## config.mk

```make
export PLATFORM = sky130hd
export DESIGN_NAME = penc_cascade32
export DESIGN_NICKNAME = d
export VERILOG_FILES = /design/src/rtl/penc_pkg.sv /design/src/rtl/penc_slice.sv /design/src/rtl/penc_merge.sv /design/src/rtl/penc_cascade32.sv
export SDC_FILE = /design/constraint.sdc
export NUM_CORES = 1
export LEC_CHECK = 0
export ABC_AREA = 0
export BUFFER_PORTS_ARGS = -buffer_cell sky130_fd_sc_hd__buf_2
export CORE_AREA = 2 2 39 41
export DETAILED_ROUTE_END_ITERATION = 8
export DIE_AREA = 0 0 41 43
export GPL_TIMING_DRIVEN = 0
export PLACE_DENSITY = 0.78
export SLEW_MARGIN = 20
export SYNTH_ARGS = -nofsm -noshare
export SYNTH_HDL_FRONTEND = slang
export SYNTH_SLANG_ARGS = --single-unit
```

## constraint.sdc

```tcl
create_clock -name vclk -period 1.7
set_input_delay 0.255 -clock vclk [all_inputs]
set_output_delay 0.255 -clock vclk [all_outputs]
set_load 0.02 [all_outputs]
```

## src/rtl/penc_pkg.sv

```systemverilog
package penc_pkg;
  localparam int unsigned SLICE_W  = 8;
  localparam int unsigned N_SLICES = 4;
endpackage

```

## src/rtl/penc_slice.sv

```systemverilog
module penc_slice #(
  parameter int unsigned W  = penc_pkg::SLICE_W,
  localparam int unsigned CW = $clog2(W)
) (
  input  logic          en_ni,
  input  logic [W-1:0]  req_ni,
  output logic [CW-1:0] code_no,
  output logic          gs_no,
  output logic          eo_no
);
  logic          any_req;
  logic [CW-1:0] win_idx;

  always_comb begin
    any_req = 1'b0;
    win_idx = '0;
    // ascending scan: the last hit is the highest position
    for (int i = 0; i < W; i++) begin
      if (!req_ni[i]) begin
        any_req = 1'b1;
        win_idx = CW'(i);
      end
    end
  end

  always_comb begin
    code_no = '1;
    gs_no   = 1'b1;
    eo_no   = 1'b1;
    if (!en_ni) begin
      if (any_req) begin
        code_no = ~win_idx;
        gs_no   = 1'b0;
      end else begin
        eo_no = 1'b0;
      end
    end
  end

  always_comb begin
    AST_SLICE_EXCL: assert (gs_no || eo_no);
    if (en_ni) begin
      AST_SLICE_OFF: assert (gs_no && eo_no && (&code_no));
    end
    if (!gs_no) begin
      AST_SLICE_WIN: assert (!req_ni[~code_no]);
      AST_SLICE_GS_EN: assert (!en_ni);
    end
  end
endmodule

```

## src/rtl/penc_merge.sv

```systemverilog
module penc_merge #(
  parameter int unsigned N  = penc_pkg::N_SLICES,
  parameter int unsigned CW = 3,
  localparam int unsigned SW = $clog2(N)
) (
  input  logic [N-1:0]         gs_ni,
  input  logic [N-1:0][CW-1:0] code_ni,
  output logic [SW+CW-1:0]     addr_no,
  output logic                 gs_no
);
  logic [SW-1:0] hi_n;
  logic [CW-1:0] lo_n;

  // active-low OR is an AND
  always_comb begin
    for (int b = 0; b < int'(SW); b++) begin
      hi_n[b] = 1'b1;
      for (int s = 0; s < int'(N); s++) begin
        if (((s >> b) & 1) == 1) hi_n[b] = hi_n[b] & gs_ni[s];
      end
    end
    lo_n = '1;
    for (int s = 0; s < int'(N); s++) lo_n = lo_n & code_ni[s];
  end

  assign addr_no = {hi_n, lo_n};
  assign gs_no   = &gs_ni;

  always_comb begin
    AST_ONE_GROUP: assert ($onehot0(~gs_ni));
  end
endmodule

```

## src/rtl/penc_cascade32.sv

```systemverilog
module penc_cascade32 #(
  parameter int unsigned W  = penc_pkg::SLICE_W,
  parameter int unsigned N  = penc_pkg::N_SLICES,
  localparam int unsigned CW = $clog2(W),
  localparam int unsigned AW = $clog2(W * N)
) (
  input  logic           en_ni,
  input  logic [W*N-1:0] req_ni,
  output logic [AW-1:0]  addr_no,
  output logic           gs_no,
  output logic           eo_no
);
  logic [N:0]          en_chain_n;
  logic [N-1:0]        gs_n;
  logic [N-1:0][CW-1:0] code_n;

  assign en_chain_n[N] = en_ni;

  for (genvar s = 0; s < int'(N); s++) begin : g_slice
    penc_slice #(.W(W)) u_slice (
      .en_ni   (en_chain_n[s+1]),
      .req_ni  (req_ni[s*W +: W]),
      .code_no (code_n[s]),
      .gs_no   (gs_n[s]),
      .eo_no   (en_chain_n[s])
    );
  end

  assign eo_no = en_chain_n[0];

  penc_merge #(.N(N), .CW(CW)) u_merge (
    .gs_ni   (gs_n),
    .code_ni (code_n),
    .addr_no (addr_no),
    .gs_no   (gs_no)
  );

  always_comb begin
    if (!en_ni && (~req_ni != '0)) begin
      AST_VALID_HIT: assert (!gs_no && eo_no);
      AST_HIT_ASSERTED: assert (!req_ni[~addr_no]);
    end
    if (!en_ni && (&req_ni)) begin
      AST_IDLE_PASS: assert (gs_no && !eo_no && (&addr_no));
    end
    if (en_ni) begin
      AST_DISABLED: assert (gs_no && eo_no && (&addr_no));
    end
    if (!gs_no) begin
      AST_HI_MATCH: assert (gs_n[~addr_no[AW-1:CW]] == 1'b0);
    end
  end
endmodule

```

==> results by group, run 1 <==
Timing
  • Highest clock rate: between 600 and 700 MHz
  • Slew @ Worst Pin: 0.2410 ns
  • Fin crit period: 1.538 ns
  • Fin. max-slew vios: 0
  • Tcrit/Tclk final: 90.49%
  • Final worst slack: 0.1616 ns
  • Final Hold Viols: 0
  • Hold_ws: between 0.8 and 0.9 ns
  • Slew headroom: 83.80%
  • # setup viols final: 0
  • Post-Route Setup TNS: 0 ns
  • RSZ-0062 raised after global routing: no

Logic synthesis
  • Largest cells by area after synthesis: nand2_1 (11%), nand4_1 (10%), nand4_2 (10%)
  • Top-count cell post-synth: nand2_1
  • Commonest cells in the synthesized netlist: nand2_1 (11), inv_1 (6), nand4_1 (6), o21ai_0 (6), a31oi_1 (5)
  • Post-Syn Area: about 360 µm²
  • Post-synthesis cell type count: 20
  • Syn Area/Cell: 5.740 µm²
  • Mapped Nets: 96
  • Register area share after synthesis: 0%
  • Synth Warn #: 0
  • Post-synth top area cell: nand2_1
  • Synth top area share: 11.42%
  • Synth Instances: 63

Pwr
  • VDD IR max: 0.07229 mV
  • P_leak: 0.2869 nW
  • Power density cells: 194.2 mW/mm²

Worst setup path
  • CP Launch Type: input port
  • Max Fanout on Critical Path: 5
  • Worst setup EP type: output pin
  • CP max stage cell: a41oi_1
  • Crit-path cells: buf_2 -> nand4_1 -> nor2_4 -> o2111ai_1 -> a41oi_1 -> buf_2
  • CP required: 1.44 ns
  • Crit path top cell by count: buf_2
  • Worst Path Arrival: between 1 and 1.5 ns
  • CP Class: input port to output pin
  • Largest stage delay, worst path: 0.22 ns

Layout
  • P&R area growth vs syn: 60.90%
  • Nets: about 140
  • N_diodes: 0
  • Clkbuf count: 0
  • FF/Latch Area: 0 µm²
  • Num sequential: 0
  • Share of post-route cells with drive strength above 1: about 45%

Floorplan
  • Die X-Extent: 41 µm
  • # IOs: 40
  • Die H: 43 µm
  • Initial Util: 26.13%
  • Row cnt: 14
  • Core area: 0.001384 mm²
  • Die ar.: ~0.0018 mm²

Place
  • Routability Congestion: slightly above 0.7
  • Post-Place Setup Slack: 0.1653 ns
  • Detailed Place HPWL: 1072 µm
  • Port Buffers: 40

Global routing
  • Largest net degree at the start of global routing: 6
  • GRT overflow: 0
  • First-pass GRT wire length: approximately 1700 µm
  • Vias in the first global route: 483
  • Total track usage: 12.99%
  • Initial antenna violation count: 0

Route
  • Detailed Routing Iterations Pass 1: 3
  • Drc violations: 0
  • DR iter-0 viols: 6
  • Vias/cell: a little over 5
  • Final ANT Viol Nets: 0
  • Wire per inst: 9.773 µm
  • Vias: a little over 600
  • Post-Route WL: about 1200 µm

Clock network
  • Postcts setup bufs: 0
  • Hold-fix buffers at CTS: 0
  • Post-cts resize count: 0

Run
  • Max-cap violations: 0

Min path
  • HP Class: input port to output pin

Status
  • Outcome: finished, final reports clean
[final timing paths]
check / startpoint / endpoint / slack, ns / cells after the start
min: en_ni / addr_no[3] / 0.86 / 3
max: req_ni[21] / addr_no[0] / 0.16 / 6
[worst max-delay path, delay by kind of cell]
family	cells	cell delay [ns]
compound gates	2	0.37
simple gates	2	0.36
buf+inv	2	0.30
[placed cells by master, fill, tap and decap left out]
master,instances
o21ai_1,3
o21ai_0,6
inv_1,6
nor2_1,2
a21o_1,1
o2111ai_1,1
nand2_1,11
a21boi_0,1
nand3_1,4
nor2b_1,1
nand4_1,6
o31ai_1,1
a41oi_1,1
nor2_2,2
nand4_2,3
a31oi_1,5
buf_2,40
o221ai_1,1
nand2b_1,4
nor2_4,1
a21oi_1,3
[metrics by stage]
stage          utilization, %  total power [mW]  cell area (µm²)  std cells
6_report                42.04            0.1130            581.8        119
5_1_grt                 42.04            0.1259            581.8        119
4_1_cts                 42.04            0.1142            581.8        119
3_5_place_dp            42.04            0.1141            581.8        119
3_3_place_gp            42.04            0.1114            581.8        119
2_1_floorplan               -           0.04624            361.6         63
[kinds of logic (layout without fill, tap and decap cells)]
| family | count (synthesis) | count (layout) | synth area share (%) |
|---|---|---|---|
| and+or+nand+nor | 34 | 34 | 55.02 |
| AOI/OAI and AO/OA | 23 | 23 | 38.76 |
| buffers and inverters | 6 | 46 | 6.228 |
[per-layer routing]
metal,part of all wire [%],wire (µm),track usage [%]
met5,0,0,0
met4,0,0,0
met1,40,464,14.87
met2,52,603,25.94
met3,8.2,95,0
[final cells by class]
class,count,area (µm²)
Fill cell,139,802.0
Multi-Input combinational cell,57,339.1
Tap cell,16,20.02
Inverter,6,22.52
Timing Repair Buffer,40,200.2
[power by group]
| group | switching (mW) | total, mW | internal [mW] |
|---|---|---|---|
| registers | 0 | 0 | 0 |
| logic | 0.0616 | 0.113 | 0.0513 |
| clock network | 0 | 0 | 0 |
(Power assumes the default switching activity.)
==> run 2, diff against run 1 <==
--- a/config.mk
+++ b/config.mk
@@ -11,7 +11,8 @@
 export DETAILED_ROUTE_END_ITERATION = 8
 export DIE_AREA = 0 0 41 43
 export GPL_TIMING_DRIVEN = 0
-export PLACE_DENSITY = 0.78
+export PLACE_DENSITY = 0.66
+export RECOVER_POWER = 100
 export SLEW_MARGIN = 20
 export SYNTH_ARGS = -nofsm -noshare
 export SYNTH_HDL_FRONTEND = slang
==> results by group, run 2 (synthesis gave the netlist of run 1 again) <==
Timing
  • Final Hold Viols: 0 (unchanged)
  • # setup viols final: 0 (unchanged)
  • Slew @ Worst Pin: 0.2798 ns (was 0.2410 ns)
  • Tcrit/Tclk final: 89.53% (was 90.49%)
  • Fin. max-slew vios: 0 (unchanged)
  • Post-Route Setup TNS: 0 ns (unchanged)
  • RSZ-0062 raised after global routing: no (unchanged)
  • Fin crit period: 1.522 ns (was 1.538 ns)
  • Highest clock rate: 657.1 MHz (was 650.0 MHz)
  • Slew headroom: 81.28% (was 83.80%)
  • Hold_ws: 0.8738 ns (was 0.8639 ns)

Worst setup path
  • CP Class: input port to output pin (unchanged)
  • Largest stage delay, worst path: 0.22 ns (about the same)
  • Kind of cell adding the most delay to the critical path: simple AND/OR/NAND/NOR gates (was compound AO/OA/AOI/OAI gates)
  • Worst Path Arrival: 1.27 ns (was 1.28 ns)
  • CP max stage cell: a41oi_1 (unchanged)
  • CP required: 1.44 ns (about the same)
  • CP Launch Type: input port (unchanged)
  • Bufs and invs on worst path: 2 (unchanged)
  • Crit-path cells: buf_2 -> nand4_2 -> nor2_4 -> o2111ai_1 -> a41oi_1 -> clkbuf_2 (was buf_2 -> nand4_1 -> nor2_4 -> o2111ai_1 -> a41oi_1 -> buf_2)
  • Worst setup EP type: output pin (unchanged)
  • Max Fanout on Critical Path: 5 (unchanged)

Clock network
  • Postcts setup bufs: 0 (unchanged)
  • Post-cts resize count: 0 (unchanged)
  • Hold-fix buffers at CTS: 0 (unchanged)

Floorplan
  • Die X-Extent: 41 µm (unchanged)
  • Initial Util: 26.13% (unchanged)
  • # IOs: 40 (unchanged)
  • Row cnt: 14 (unchanged)
  • Die H: 43 µm (unchanged)
  • Die ar.: 0.001763 mm² (unchanged)
  • Core area: 0.001384 mm² (unchanged)

Layout
  • Nets: 138 (unchanged)
  • P&R area growth vs syn: 59.17% (was 60.90%)
  • Fin area: 575.6 µm² (was 581.8 µm²)
  • Most frequent cells in the layout: buf_2 (36), nand2_1 (11), nand4_1 (6), inv_1 (6), o21ai_0 (6) (was buf_2 (40), nand2_1 (11), nand4_1 (6), inv_1 (6), o21ai_0 (6))
  • Filler instances: 167 (was 139)
  • Num sequential: 0 (unchanged)
  • Most common cell after layout, fill and taps aside: buf_2 (unchanged)
  • Share of post-route cells with drive strength above 1: 40.78% (was 44.66%)
  • FF/Latch Area: 0 µm² (unchanged)
  • Clkbuf count: 0 (unchanged)
  • N_diodes: 0 (unchanged)

Pwr
  • Power density cells: 197.2 mW/mm² (was 194.2 mW/mm²)
  • VDD IR max: 0.06449 mV (was 0.07229 mV)
  • P_leak: 0.2811 nW (was 0.2869 nW)

Global routing
  • GRT overflow: 0 (unchanged)
  • Initial antenna violation count: 0 (unchanged)
  • Vias in the first global route: 528 (was 483)
  • First-pass GRT wire length: 1952 µm (was 1738 µm)
  • Largest net degree at the start of global routing: 6 (unchanged)
  • Total track usage: 14.59% (was 12.99%)

Route
  • Detailed Routing Iterations Pass 1: 4 (was 3)
  • Drc violations: 0 (unchanged)
  • Vias/cell: 5.168 (was 5.109)
  • Vias: 615 (was 608)
  • Final ANT Viol Nets: 0 (unchanged)
  • Wire per inst: 9.782 µm (was 9.773 µm)
  • DR iter-0 viols: 8 (was 6)
  • Post-Route WL: 1164 µm (was 1163 µm)

Place
  • Routability Congestion: 0.6851 (was 0.7121)
  • Post-DP Area: 581.8 µm² (unchanged)
  • Port Buffers: 40 (unchanged)
  • Detailed Place HPWL: 1063 µm (was 1072 µm)

Status
  • Outcome: finished, final reports clean (unchanged)

Run
  • Max-cap violations: 0 (unchanged)

Min path
  • Hold wc startpoint: en_ni (unchanged)
  • Worst Hold End: addr_no[3] (unchanged)
  • Hold Path Stages: 3 (unchanged)
  • HP Class: input port to output pin (unchanged)
-- run 2: cell count changes in the layout (fill, tap and decap cells not counted) --
cell / delta
clkbuf_1: +3
buf_2: -4
clkbuf_2: +1
nor2_1: +1
nor2_2: -1
-- run 2: how the worst max path moves through the flow --
stage	startpoint	to	depth (start not counted)
floorplan	req_ni[19]	addr_no[0]	4
global placement	req_ni[21]	addr_no[0]	6
detailed placement	req_ni[19]	addr_no[0]	6
CTS	req_ni[19]	addr_no[0]	6
global route	req_ni[10]	addr_no[0]	7
finish	req_ni[19]	addr_no[0]	6
-- run 2: cell type report --
class | instances | area, µm² | share of cell area (%)
multi-input cells | 57 | 336.6 | 58.48
repair buffers | 40 | 196.4 | 34.13
inverters | 6 | 22.52 | 3.913
well taps | 16 | 20.02 | 3.478
-- run 2: power breakdown --
part	internal (mW)	leakage [nW]	total (mW)	switching, mW
Combinational	0.0505	0.281	0.113	0.0629
Sequential	0	0	0	0
Clock	0	0	0	0
Total	0.0505	0.281	0.113	0.0629
-- run 2: metrics by stage --
stage                     total power [mW]  setup WS (ns)  util [%]  cells
after CTS                           0.1153         0.1840     42.04    119
after detailed placement            0.1149         0.1878     42.04    119
after global routing                0.1286        0.03351     41.59    119
after global placement              0.1125         0.1876     42.04    119
final                               0.1135         0.1781     41.59    119
after floorplan                    0.04624         0.3192         -     63
-- run 2: layer usage --
metal  vias to the layer above  share of wire, %  track usage (%)
met5                         -                 0                0
met4                         0                 0                0
met3                         0                11            1.047
met2                        31                49            26.56
met1                       261                40            18.67
li1                        323                 -                -
==> run 3, diff against run 2 <==
--- a/config.mk
+++ b/config.mk
@@ -11,7 +11,7 @@
 export DETAILED_ROUTE_END_ITERATION = 8
 export DIE_AREA = 0 0 41 43
 export GPL_TIMING_DRIVEN = 0
-export PLACE_DENSITY = 0.66
+export PLACE_DENSITY = 0.72
 export RECOVER_POWER = 100
 export SLEW_MARGIN = 20
 export SYNTH_ARGS = -nofsm -noshare
==> results by group, run 3 (synthesis gave the netlist of run 1 again) <==
Status
  • Outcome: finished, final reports clean (unchanged)

Worst setup path
  • CP Class: input port to output pin (unchanged)
  • Max Fanout on Critical Path: 5 (unchanged)
  • Worst setup EP type: output pin (unchanged)
  • Worst Path Arrival: 1.31 ns (was 1.27 ns)
  • CP Launch Type: input port (unchanged)
  • CP required: 1.44 ns (about the same)

Place
  • Detailed Place HPWL: 1031 µm (was 1063 µm)
  • Routability Congestion: 0.7029 (was 0.6851)
  • Port Buffers: 40 (unchanged)
  • Post-Place Setup Slack: 0.1473 ns (was 0.1878 ns)
  • Post-DP Area: 581.8 µm² (unchanged)

Floorplan
  • Core area: 0.001384 mm² (unchanged)
  • Initial Util: 26.13% (unchanged)
  • Die X-Extent: 41 µm (unchanged)
  • # IOs: 40 (unchanged)
  • Die H: 43 µm (unchanged)
  • Die ar.: 0.001763 mm² (unchanged)
  • Row cnt: 14 (unchanged)

Global routing
  • First-pass GRT wire length: 1759 µm (was 1952 µm)
  • Initial antenna violation count: 0 (unchanged)
  • GR Util met2: 24.06% (was 26.56%)
  • GR Util met1: 16.77% (was 18.67%)
  • GRT overflow: 0 (unchanged)
  • Vias in the first global route: 499 (was 528)
  • Grt met3 use: 0% (was 1.047%)
  • Most Used Layer, Global Route: met2 (unchanged)
  • Largest net degree at the start of global routing: 6 (unchanged)
  • Total track usage: 12.99% (was 14.59%)

Route
  • Detailed Routing Iterations Pass 1: 4 (unchanged)
  • Vias/cell: 5.126 (was 5.168)
  • Final ANT Viol Nets: 0 (unchanged)
  • Wire per inst: 9.857 µm (was 9.782 µm)
  • Drc violations: 0 (unchanged)
  • Post-Route WL: 1173 µm (was 1164 µm)
  • Vias: 610 (was 615)
  • DR iter-0 viols: 14 (was 8)

Timing
  • Final Hold Viols: 0 (unchanged)
  • Highest clock rate: 638.3 MHz (was 657.1 MHz)
  • Fin. max-slew vios: 0 (unchanged)
  • Fin crit period: 1.567 ns (was 1.522 ns)
  • Slew headroom: 82.62% (was 81.28%)
  • Tcrit/Tclk final: 92.16% (was 89.53%)
  • # setup viols final: 0 (unchanged)
  • RSZ-0062 raised after global routing: no (unchanged)
  • Post-Route Setup TNS: 0 ns (unchanged)
  • Hold_ws: 0.8634 ns (was 0.8738 ns)
  • Final worst slack: 0.1332 ns (was 0.1781 ns)
  • Slew @ Worst Pin: 0.2618 ns (was 0.2798 ns)

Layout
  • Fin area: 578.1 µm² (was 575.6 µm²)
  • FF/Latch Area: 0 µm² (unchanged)
  • Final core utilization: 41.77% (was 41.59%)
  • N_diodes: 0 (unchanged)
  • Most frequent cells in the layout: buf_2 (35), nand2_1 (11), nand4_1 (6), inv_1 (6), o21ai_0 (6) (was buf_2 (36), nand2_1 (11), nand4_1 (6), inv_1 (6), o21ai_0 (6))
  • Most common cell after layout, fill and taps aside: buf_2 (unchanged)
  • Share of post-route cells with drive strength above 1: 41.75% (was 40.78%)
  • Clkbuf count: 0 (unchanged)
  • P&R area growth vs syn: 59.86% (was 59.17%)
  • Nets: 138 (unchanged)
  • Num sequential: 0 (unchanged)

Pwr
  • Int Power: 50.11 µW (was 50.54 µW)
  • Switching Power: 62.62 µW (was 62.95 µW)
  • Power density cells: 195.0 mW/mm² (was 197.2 mW/mm²)
  • VDD IR max: 0.07953 mV (was 0.06449 mV)
  • Sw Share: 55.55% (was 55.47%)
  • Gate power share: 100.0% (about the same)
  • Sequential share of power: 0% (about the same)
  • Clock power share: 0% (about the same)
  • P_leak: 0.2810 nW (was 0.2811 nW)

Clock network
  • Post-cts resize count: 0 (unchanged)
  • Postcts setup bufs: 0 (unchanged)
  • Hold-fix buffers at CTS: 0 (unchanged)

Min path
  • HP Class: input port to output pin (unchanged)

Run
  • Max-cap violations: 0 (unchanged)
run 3: cell count changes in the layout (fill, tap and decap cells not counted):
cell	before	now
buf_2	36	35
nor2_1	3	2
nor2_2	1	2
clkbuf_2	1	2
run 3: cell type report:
cell class                 instances  area [µm²]
inverter                           6       22.52
fill                             155       805.8
timing repair buffer              40       196.4
multi-input combinational         57       339.1
tap                               16       20.02
run 3: worst paths after layout:
kind / depth (start not counted) / endpoint / slack (ns) / start
worst min-delay path: 3 / addr_no[3] / 0.86 / en_ni
worst max-delay path: 6 / addr_no[0] / 0.13 / req_ni[21]
run 3: metrics by stage:
stage	std cells	total power, mW
3_5_place_dp	119	0.1144
4_1_cts	119	0.1146
2_1_floorplan	63	0.04624
6_report	119	0.1127
5_1_grt	119	0.1258
3_3_place_gp	119	0.1117
run 3: power by group through the flow:
| stage | clock network, mW | logic, mW | registers, mW |
|---|---|---|---|
| after floorplan | 0 | 0.0462 | 0 |
| after global placement | 0 | 0.112 | 0 |
| after detailed placement | 0 | 0.114 | 0 |
| after CTS | 0 | 0.115 | 0 |
| after global routing | 0 | 0.126 | 0 |
| final | 0 | 0.113 | 0 |
run 3: routing by layer:
layer	vias to the layer above	share of wire [%]
met2	22	48
li1	323	-
met3	0	7.3
met4	0	0
met1	265	44
met5	-	0
run 3: worst max-delay path, cell delays in order:
cell and delay [ns]:
buf_2 0.11, nand4_1 0.18, nor2_4 0.18, o2111ai_1 0.15, a41oi_1 0.24, clkbuf_2 0.20
